--- config.mk ---
export PLATFORM = sky130hd
export DESIGN_NAME = cplx_view_mapper
export DESIGN_NICKNAME = d
export VERILOG_FILES = /design/src/rtl/cvm_pkg.sv /design/src/rtl/cvm_view_ctrl.sv /design/src/rtl/cvm_raster_stepper.sv /design/src/rtl/cplx_view_mapper.sv
export SDC_FILE = /design/constraint.sdc
export NUM_CORES = 1
export LEC_CHECK = 0
export BUFFER_PORTS_ARGS = -buffer_cell sky130_fd_sc_hd__buf_4
export CORE_MARGIN = 2
export CORE_UTILIZATION = 60
export DETAILED_ROUTE_END_ITERATION = 6
export PLACE_DENSITY = 0.78
export SYNTH_ARGS = -nofsm -noshare
export SYNTH_HDL_FRONTEND = slang
export SYNTH_SLANG_ARGS = --single-unit
--- constraint.sdc ---
create_clock -name clk -period 5.1 [get_ports clk]
set_input_delay 0.51 -clock clk [delete_from_list [all_inputs] [get_ports clk]]
set_output_delay 0.51 -clock clk [all_outputs]
set_load 0.05 [all_outputs]
--- src/rtl/cvm_pkg.sv ---
package cvm_pkg;

    localparam int COORD_W = 14;
    localparam int FRAC_W  = 12;
    localparam int ZOOM_W  = 3;
    localparam int ACC_W   = COORD_W + 2;

    typedef logic signed [COORD_W-1:0] coord_t;
    typedef logic signed [ACC_W-1:0]   acc_t;
    typedef logic        [ZOOM_W-1:0]  zoom_t;

    typedef struct packed {
        zoom_t  zoom;
        coord_t re;
        coord_t im;
    } view_t;

    localparam acc_t ACC_CMAX = acc_t'((2 ** (COORD_W - 1)) - 1);
    localparam acc_t ACC_CMIN = acc_t'(-(2 ** (COORD_W - 1)));

    function automatic coord_t clamp_coord(acc_t v);
        if (v > ACC_CMAX)      return coord_t'(ACC_CMAX);
        else if (v < ACC_CMIN) return coord_t'(ACC_CMIN);
        else                   return coord_t'(v);
    endfunction

endpackage

--- src/rtl/cvm_view_ctrl.sv ---
module cvm_view_ctrl
    import cvm_pkg::*;
#(
    parameter int BASE_LOG = 4,
    parameter int PAN_PIX  = 32
) (
    input  logic  clk,
    input  logic  rst_n,
    input  logic  frame_start,
    input  logic  zoom_in,
    input  logic  zoom_out,
    input  logic  pan_left,
    input  logic  pan_right,
    input  logic  pan_up,
    input  logic  pan_down,
    output view_t view
);

    localparam zoom_t ZOOM_MAX = zoom_t'(BASE_LOG);

    typedef struct packed {
        view_t pend;
        view_t act;
    } ctrl_t;

    ctrl_t st_d, st_q;
    acc_t  delta;
    acc_t  re_sum, im_sum;

    always_comb begin
        st_d  = st_q;
        delta = acc_t'(PAN_PIX) << (BASE_LOG - int'(st_q.pend.zoom));

        if (frame_start) begin
            st_d.act = st_q.pend;
        end

        if (zoom_in && !zoom_out && (st_q.pend.zoom < ZOOM_MAX)) begin
            st_d.pend.zoom = st_q.pend.zoom + zoom_t'(1);
        end else if (zoom_out && !zoom_in && (st_q.pend.zoom != '0)) begin
            st_d.pend.zoom = st_q.pend.zoom - zoom_t'(1);
        end

        re_sum = acc_t'(st_q.pend.re);
        if (pan_right && !pan_left)      re_sum = re_sum + delta;
        else if (pan_left && !pan_right) re_sum = re_sum - delta;
        st_d.pend.re = clamp_coord(re_sum);

        im_sum = acc_t'(st_q.pend.im);
        if (pan_up && !pan_down)         im_sum = im_sum + delta;
        else if (pan_down && !pan_up)    im_sum = im_sum - delta;
        st_d.pend.im = clamp_coord(im_sum);

        view = frame_start ? st_q.pend : st_q.act;
    end

    always_ff @(posedge clk) begin
        if (!rst_n) st_q <= '0;
        else        st_q <= st_d;
    end

    // pending zoom never leaves its range
    p_zoom_cap_r3: assert property (@(posedge clk) disable iff (!rst_n)
        st_q.pend.zoom <= ZOOM_MAX);

    // active view changes only across a frame start
    p_frame_only_r6: assert property (@(posedge clk) disable iff (!rst_n)
        !frame_start |=> $stable(st_q.act));

endmodule

--- src/rtl/cvm_raster_stepper.sv ---
module cvm_raster_stepper
    import cvm_pkg::*;
#(
    parameter int H_PIX    = 640,
    parameter int V_PIX    = 480,
    parameter int BASE_LOG = 4
) (
    input  logic   clk,
    input  logic   rst_n,
    input  view_t  view,
    input  logic   frame_start,
    input  logic   line_start,
    input  logic   pix_step,
    output coord_t c_re,
    output coord_t c_im,
    output logic   c_valid
);

    localparam int H_HALF = H_PIX / 2;
    localparam int V_HALF = V_PIX / 2;

    typedef struct packed {
        acc_t   re_acc;
        acc_t   im_acc;
        logic   first_line;
        coord_t out_re;
        coord_t out_im;
        logic   out_vld;
    } step_t;

    step_t st_d, st_q;
    int    sh;
    acc_t  pitch, left_edge, top_edge;
    logic  take;

    always_comb begin
        st_d      = st_q;
        sh        = BASE_LOG - int'(view.zoom);
        pitch     = acc_t'(1) << sh;
        left_edge = acc_t'(view.re) - (acc_t'(H_HALF) << sh);
        top_edge  = acc_t'(view.im) + (acc_t'(V_HALF) << sh);
        take      = pix_step && !line_start && !frame_start;

        st_d.out_vld = take;
        if (take) begin
            st_d.out_re = clamp_coord(st_q.re_acc);
            st_d.out_im = clamp_coord(st_q.im_acc);
            st_d.re_acc = st_q.re_acc + pitch;
        end

        if (frame_start) begin
            st_d.im_acc     = top_edge;
            st_d.first_line = 1'b1;
        end

        if (line_start) begin
            st_d.re_acc = left_edge;
            if (frame_start || st_q.first_line) begin
                st_d.im_acc     = top_edge;
                st_d.first_line = 1'b0;
            end else begin
                st_d.im_acc = st_q.im_acc - pitch;
            end
        end
    end

    always_ff @(posedge clk) begin
        if (!rst_n) begin
            st_q            <= '0;
            st_q.first_line <= 1'b1;
        end else begin
            st_q <= st_d;
        end
    end

    assign c_re    = st_q.out_re;
    assign c_im    = st_q.out_im;
    assign c_valid = st_q.out_vld;

    // reload cycles never produce a coordinate
    p_reload_gap_r9: assert property (@(posedge clk) disable iff (!rst_n)
        (line_start || frame_start) |=> !c_valid);

    // accepted pixel shows up one cycle later
    p_pix_out_r9: assert property (@(posedge clk) disable iff (!rst_n)
        (pix_step && !line_start && !frame_start) |=> c_valid);

    // imaginary part constant along a run of pixels
    p_row_hold_r8: assert property (@(posedge clk) disable iff (!rst_n)
        (take && $past(take)) |=> $stable(c_im));

    // real part never falls along a run of pixels
    p_step_up_r7: assert property (@(posedge clk) disable iff (!rst_n)
        (take && $past(take)) |=> (c_re >= $past(c_re)));

endmodule

--- src/rtl/cplx_view_mapper.sv ---
module cplx_view_mapper
    import cvm_pkg::*;
#(
    parameter int H_PIX    = 640,
    parameter int V_PIX    = 480,
    parameter int BASE_LOG = 4,
    parameter int PAN_PIX  = 32
) (
    input  logic               clk,
    input  logic               rst_n,
    input  logic               frame_start,
    input  logic               line_start,
    input  logic               pix_step,
    input  logic               zoom_in,
    input  logic               zoom_out,
    input  logic               pan_left,
    input  logic               pan_right,
    input  logic               pan_up,
    input  logic               pan_down,
    output logic [COORD_W-1:0] c_re,
    output logic [COORD_W-1:0] c_im,
    output logic               c_valid
);

    view_t  view;
    coord_t re_s, im_s;

    cvm_view_ctrl #(
        .BASE_LOG (BASE_LOG),
        .PAN_PIX  (PAN_PIX)
    ) u_ctrl (
        .clk         (clk),
        .rst_n       (rst_n),
        .frame_start (frame_start),
        .zoom_in     (zoom_in),
        .zoom_out    (zoom_out),
        .pan_left    (pan_left),
        .pan_right   (pan_right),
        .pan_up      (pan_up),
        .pan_down    (pan_down),
        .view        (view)
    );

    cvm_raster_stepper #(
        .H_PIX    (H_PIX),
        .V_PIX    (V_PIX),
        .BASE_LOG (BASE_LOG)
    ) u_step (
        .clk         (clk),
        .rst_n       (rst_n),
        .view        (view),
        .frame_start (frame_start),
        .line_start  (line_start),
        .pix_step    (pix_step),
        .c_re        (re_s),
        .c_im        (im_s),
        .c_valid     (c_valid)
    );

    assign c_re = re_s;
    assign c_im = im_s;

endmodule

# Yosys cells after proc, flatten, opt, wreduce, memory -nomap -nowiden
# Index checks and enable logic that the tools add are counted.
# word_totals
elab_cells,85
regBits,124
out_inout_bits,29
inputBits,11
# classes
shift,4
muxes,20
n_reduce_logical,25
addsub,12
magnitude_cmp,9
bitwise_logic,1
# op_table
operator,count
2-to-1 mux 16 bit,6
2-to-1 mux 14 bit,6
"greater-than comparator 16 x 14 -> 1 bit, second input constant",4
"less-than comparator 16 x 14 -> 1 bit, second input constant",4
adder 14 x 16 -> 16 bit,3
subtractor 14 x 16 -> 16 bit,3
2-to-1 mux 33 bit,1
"left shift 1 x 32 -> 16 bit, first input constant",1
"left shift 6 x 32 -> 16 bit, first input constant",1
"left shift 8 x 32 -> 16 bit, first input constant",1
"left shift 9 x 32 -> 16 bit, first input constant",1
2-to-1 mux 31 bit,1
2-to-1 mux 13 bit,2
2-to-1 mux 17 bit,1
adder 16 bit,1
subtractor 16 bit,1
logical AND 1 bit,10
zero test 1 bit,8
"subtractor 3 x 3 -> 4 bit, first input constant",2
2-to-1 mux 3 bit,2
nonzero test 2 bit,3
OR reduction 2 bit,2
"adder 3 x 1 -> 3 bit, second input constant",1
"less-than comparator 3 bit, second input constant",1
other kinds (5),5

# Logic depth before layout (Yosys ltp)
# logic_depth
depth_word,8
ltp_mapped,22
depth_no_buf,19

# Modules after synthesis
# Synthesis repeated with hierarchy kept, for this count alone.
# hier_totals
hier_cells,1187
area_unflattened_um2,9462.8
# by_module_without_submodules
mod,instances,cells_each,area_each_um2
cvm_raster_stepper,1,629,4800.9
cvm_view_ctrl,1,558,4662.0

# Least setup slack after synthesis
# No wires, ideal clock.
# synth_timing
path_type,input -> register
start,in frame_start
end,reg u_step.st_q[61] (netlist name)
setup_slack_ns,0.679
path_stages,17
setup_time_ns,0.116
t_arrival_ns,4.305
n_path_buf,3
path_cell_list,buf_2 > mux2_2 > inv_1 > clkbuf_1 > ha_1 > clkbuf_1 > or3_1 > inv_1 > ha_1 > a21o_1 > a21o_1 > a2111oi_2 > o31a_2 > o21ai_1 > a31o_2 > a311o_1 > o211a_1
# synth_between
elab_chain_cells,6
word_cells_on_any_way,11
cone_classes,add/sub: 3; shift: 2; mux: 3; reduce/logical: 3
# synth_rtl
item,line,rtl
start: declaration,cplx_view_mapper.sv:11,"input logic frame_start,"
"parallel branches: the longest is 6 deep, another holds subtractor 14 x 16 -> 16 bit",n/a,
end signal: assignment,cvm_raster_stepper.sv:72,st_q <= st_d;
end: declaration,cvm_raster_stepper.sv:31,"step_t st_d, st_q;"
# Several ways; the timed one is not identified. The select of a mux whose other input is x is not followed.
# A chain may end at the register's enable or synchronous reset.

# Worst setup path after layout
# layout_timing
start,reg u_ctrl.st_q[59] (netlist name)
end,reg u_ctrl.st_q[47] (netlist name)
# layout_between
elab_chain_cells,8
word_cells_on_any_way,10
cone_classes,add/sub: 3; order compare: 2; shift: 1; mux: 4
# layout_rtl
item,line,rtl
start: declaration,cvm_view_ctrl.sv:26,"ctrl_t st_d, st_q;"
start signal: assignment,cvm_view_ctrl.sv:59,else st_q <= st_d;
subtractor 3 x 3 -> 4 bit *,cvm_view_ctrl.sv:32,delta = acc_t'(PAN_PIX) << (BASE_LOG - int'(st_q.pend.zoom));
left shift 6 x 32 -> 16 bit *,cvm_view_ctrl.sv:32,
subtractor 14 x 16 -> 16 bit,cvm_view_ctrl.sv:46,else if (pan_left && !pan_right) re_sum = re_sum - delta;
2-to-1 mux 16 bit,cvm_view_ctrl.sv:46,
2-to-1 mux 16 bit *,cvm_view_ctrl.sv:45,if (pan_right && !pan_left) re_sum = re_sum + delta;
less-than comparator 16 x 14 -> 1 bit,cvm_pkg.sv:23,else if (v < ACC_CMIN) return coord_t'(ACC_CMIN);
2-to-1 mux 14 bit,cvm_pkg.sv:23,
2-to-1 mux 13 bit *,cvm_pkg.sv:22,if (v > ACC_CMAX) return coord_t'(ACC_CMAX);
# Every way passes the cells marked *; elsewhere a longest branch is shown, timed or not.

==> run_results.csv <==
group,metric,value,unit
outcome,status,"finished, final reports clean",
logic_synthesis,yosys-top-cells-area,"dfxtp_1, ha_1, a21oi_1, nand2_1, o21ai_0",
cells_and_area,layout-drive-gt1-share,12.14,%
worst_setup_path,critical_path.most_common_cell,"ha_1",
global_route,globalRouteTotalUtil,28.88,%
sta,setup_ws,0.6038,ns
cells_and_area,fin_cells,1366,
clock_tree,cts_hold_buffers,0,
clock_tree,clock_insertion_delay_worst_skew,0.42,ns
clock_tree,cts_setup_buffers,0,
worst_setup_path,worstReg2RegStart,"u_ctrl.st_q[59]",
worst_setup_path,element_type_at_the_critical_path_start,"flip-flop",
floorplan,fp.dieW,128.2,um
worst_setup_path,end_kind,"flip-flop",
logic_synthesis,synth.cells.most_frequent,"nand2_1, dfxtp_1, a21oi_1",
place,finalWeightedCongestion,0.9300,
sta,fin_worst_hold_slack,0.4493,ns
place,total_placed_cells_including_tap_cells,1334,
clock_tree,cts_htree_levels,4,
cells_and_area,nFillCells,1298,
worst_setup_path,crit_arrival,4.84,ns
sta,worst_pin_slew,0.8305,ns
sta,final-max-slew-violation-count,0,
detailed_routing,drc_markers,0,
worst_setup_path,worst_path_max_delay_cell,"mux2i_2",
logic_synthesis,postSynthAreaPerCell,7.889,sq um
clock_tree,max-clock-path-buffers,2,
sta,setup_viol,0,
hold_path,min_path_type,"reg -> reg",
detailed_routing,dr_total_vias,8432,
clock_tree,tritoncts,"done",
global_route,antenna_found_initial,0,
flow_run,count_of_maximum_capacitance_violations,0,
sta,count_of_final_hold_check_violations,0,
logic_synthesis,synth_area_leader_cell,"dfxtp_1",
sta,final_min_period_over_clock_period,88.16,%
floorplan,coreArea,15150,sq um
logic_synthesis,synthesis.area,9261,sq um
pwr,ir_worst_vdd,0.3131,mV
detailed_routing,initial_drt_pass_iterations,5,
logic_synthesis,yosysUniqueCellTypes,93,
sta,fmax,0.2224,GHz
logic_synthesis,yosysTopAreaCellShare,25.94,%
floorplan,ioPinCount,40,
cells_and_area,area_growth,8.038,%
global_route,first_pass_grt_wire_length,38.24,mm
logic_synthesis,gate_count_after_technology_mapping,1174,
logic_synthesis,synth-seq-area-share,25.94,%
logic_synthesis,synth_seq_cells,120,
place,placement.setup.worst_slack,0.3410,ns
worst_setup_path,setup.worst_path.start,"u_ctrl.st_q[59]",
logic_synthesis,asyncSetResetFlopFracSynth,0,%
clock_tree,cts_num_sinks,120,
worst_setup_path,cpPeakStageDelay,0.64,ns
detailed_routing,route.final.wire_length,23.35,mm
logic_synthesis,ys_warn_count,0,
floorplan,rows,45,
logic_synthesis,synth_ff_type,"dfxtp_1",
clock_tree,post_cts_resize_count,0,
worst_setup_path,path_type_of_the_worst_setup_path,"reg -> reg",
cells_and_area,antenna-diode-count,0,
global_route,pin_count_of_the_biggest_net_entering_global_routing,59,
pwr,p_leak,4.298,nW
worst_setup_path,cp.required,5.44,ns
place,half_perimeter_wire_length_after_detailed_placement,16.99,mm
sta,setup_total_negative_slack,0,ns
detailed_routing,antenna_violating_nets_post_route,0,
clock_tree,cts.root.buffer_cell,"clkbuf_16",
logic_synthesis,synth_most_common_cell,"nand2_1",
cells_and_area,net_count_reported_at_finish,1266,
global_route,overflow,0,
global_route,grt_pass1_vias,7699,
detailed_routing,wl_per_cell,17.10,um
floorplan,die_height,128.2,um
detailed_routing,via_per_inst,6.173,
worst_setup_path,ordered_list_of_cells_on_the_worst_path,"inv_1 > ha_1 > ha_1 > nand3_1 > inv_1 > ha_1 > fa_1 > nor2b_2 > o311a_4 > o21ai_4 > a2111oi_2 > nor4_4 > mux2i_2 > o21ai_1 > a21oi_1",
worst_setup_path,crit_fanout,15,
floorplan,fp.dieArea,16450,sq um
floorplan,initial_utilization,61.15,%
logic_synthesis,number_of_synthesized_flops_with_an_enable_pin,0,
sta,time_the_worst_path_needs_with_i_o_delays_and_setup,4.496,ns
clock_tree,tritoncts.num_buffers,17,
sta,relSlewSlack,44.63,%
sta,rsz0062_at_grt,"no",
place,placement.io_buffers,39,
pwr,power_per_cell_area,694.8,nW/um^2
detailed_routing,drt_iter0_markers,880,
hold_path,worstHoldStart,"u_step.c_im[8]",
sta,final.setup_skew,0.006773,ns
clock_tree,clock_transition_at_the_registers_of_the_reported_paths,0.06,ns
-- metal layers --
layer	wire, um	vias to the layer above	part of all wire [%]	track usage [%]
met1	10930	3984	47	40.49
met2	10630	288	46	45.87
li1	-	4117	-	-
met4	472	0	2.0	8.533
met3	1322	43	5.7	4.591
met5	0	-	0	0
-- worst paths after layout --
check                                  endpoint  slack (ns)  cells after the start
worst max-delay path            u_ctrl.st_q[47]        0.60                     15
worst min-delay path             u_step.c_im[8]        0.45                      2
worst max register to register  u_ctrl.st_q[47]        0.60                     15
worst min register to register   u_step.c_im[8]        0.45                      2
-- cell type report --
| type | count | area (sq um) | share of cell area [%] |
|---|---|---|---|
| well taps | 188 | 235.2 | 2.351 |
| clock inverters | 15 | 166.4 | 1.663 |
| inverters | 58 | 217.7 | 2.176 |
| multi-input cells | 925 | 6236 | 62.32 |
| repair buffers | 43 | 322.8 | 3.226 |
| clock buffers | 17 | 425.4 | 4.252 |
| flip-flops and latches | 120 | 2402 | 24.01 |
-- cells by family after synthesis --
| logic type | share of synthesized area (%) |
|---|---|
| xor+xnor | 3.877 |
| fa+ha+maj | 12.65 |
| mux | 4.229 |
| other cells | 0.08109 |
| buf+inv | 7.255 |
| flops | 25.94 |
| simple gates | 19.56 |
| compound gates | 26.41 |
-- registers in the layout (all words and copies together) (netlist names), named ones only --
| signal | flops |
|---|---|
| u_ctrl.st_q | 57 |
| u_step.c_valid | 1 |
| u_step.c_re | 14 |
| u_step.c_im | 14 |
| u_step.st_q | 33 |
-- stage by stage --
step | utilization, % | power (W) | area [sq um]
after floorplan | - | 0.004789 | 9310
after global placement | 62.16 | 0.005553 | 9414
after detailed placement | 62.16 | 0.005629 | 9414
after CTS | 66.06 | 0.006869 | 10010
after global routing | 66.06 | 0.007477 | 10010
final | 66.06 | 0.006952 | 10010
-- power by group --
part,switching [W],internal (W),total (W)
Combinational,0.00248,0.00173,0.00421
Sequential,0.000339,0.00119,0.00153
Clock,0.000482,0.000728,0.00121
Total,0.00331,0.00365,0.00695
-- worst max-delay path: cells and delay by family, from the launching register on --
family,cells,cell delay (ns)
muxes,1,0.64
and+or+nand+nor,3,0.68
DFF,1,0.43
buffers and inverters,2,0.22
AOI/OAI and AO/OA,5,1.21
adders and majority gates,4,1.24
-- cell usage in the layout, fill, tap and decap left out, types with 8 or more instances in the layout --
cell type    n
nand2_1    125
dfxtp_1    120
a21oi_1    108
nor2_1     100
o21ai_0     86
ha_1        84
inv_1       56
buf_4       43
nand3_1     27
and2_1      25
mux2_2      22
o21ai_1     22
xnor2_1     21
nand2b_1    21
nor2b_1     19
clkbuf_16   17
xor2_1      15
conb_1      15
nor3_1      13
mux2i_1     13
a21o_1      13
or3_1       12
o22ai_1     11
or2_2        8
o21a_1       8
a22oi_1      8
o211ai_1     8
(Power assumes the default switching activity.)
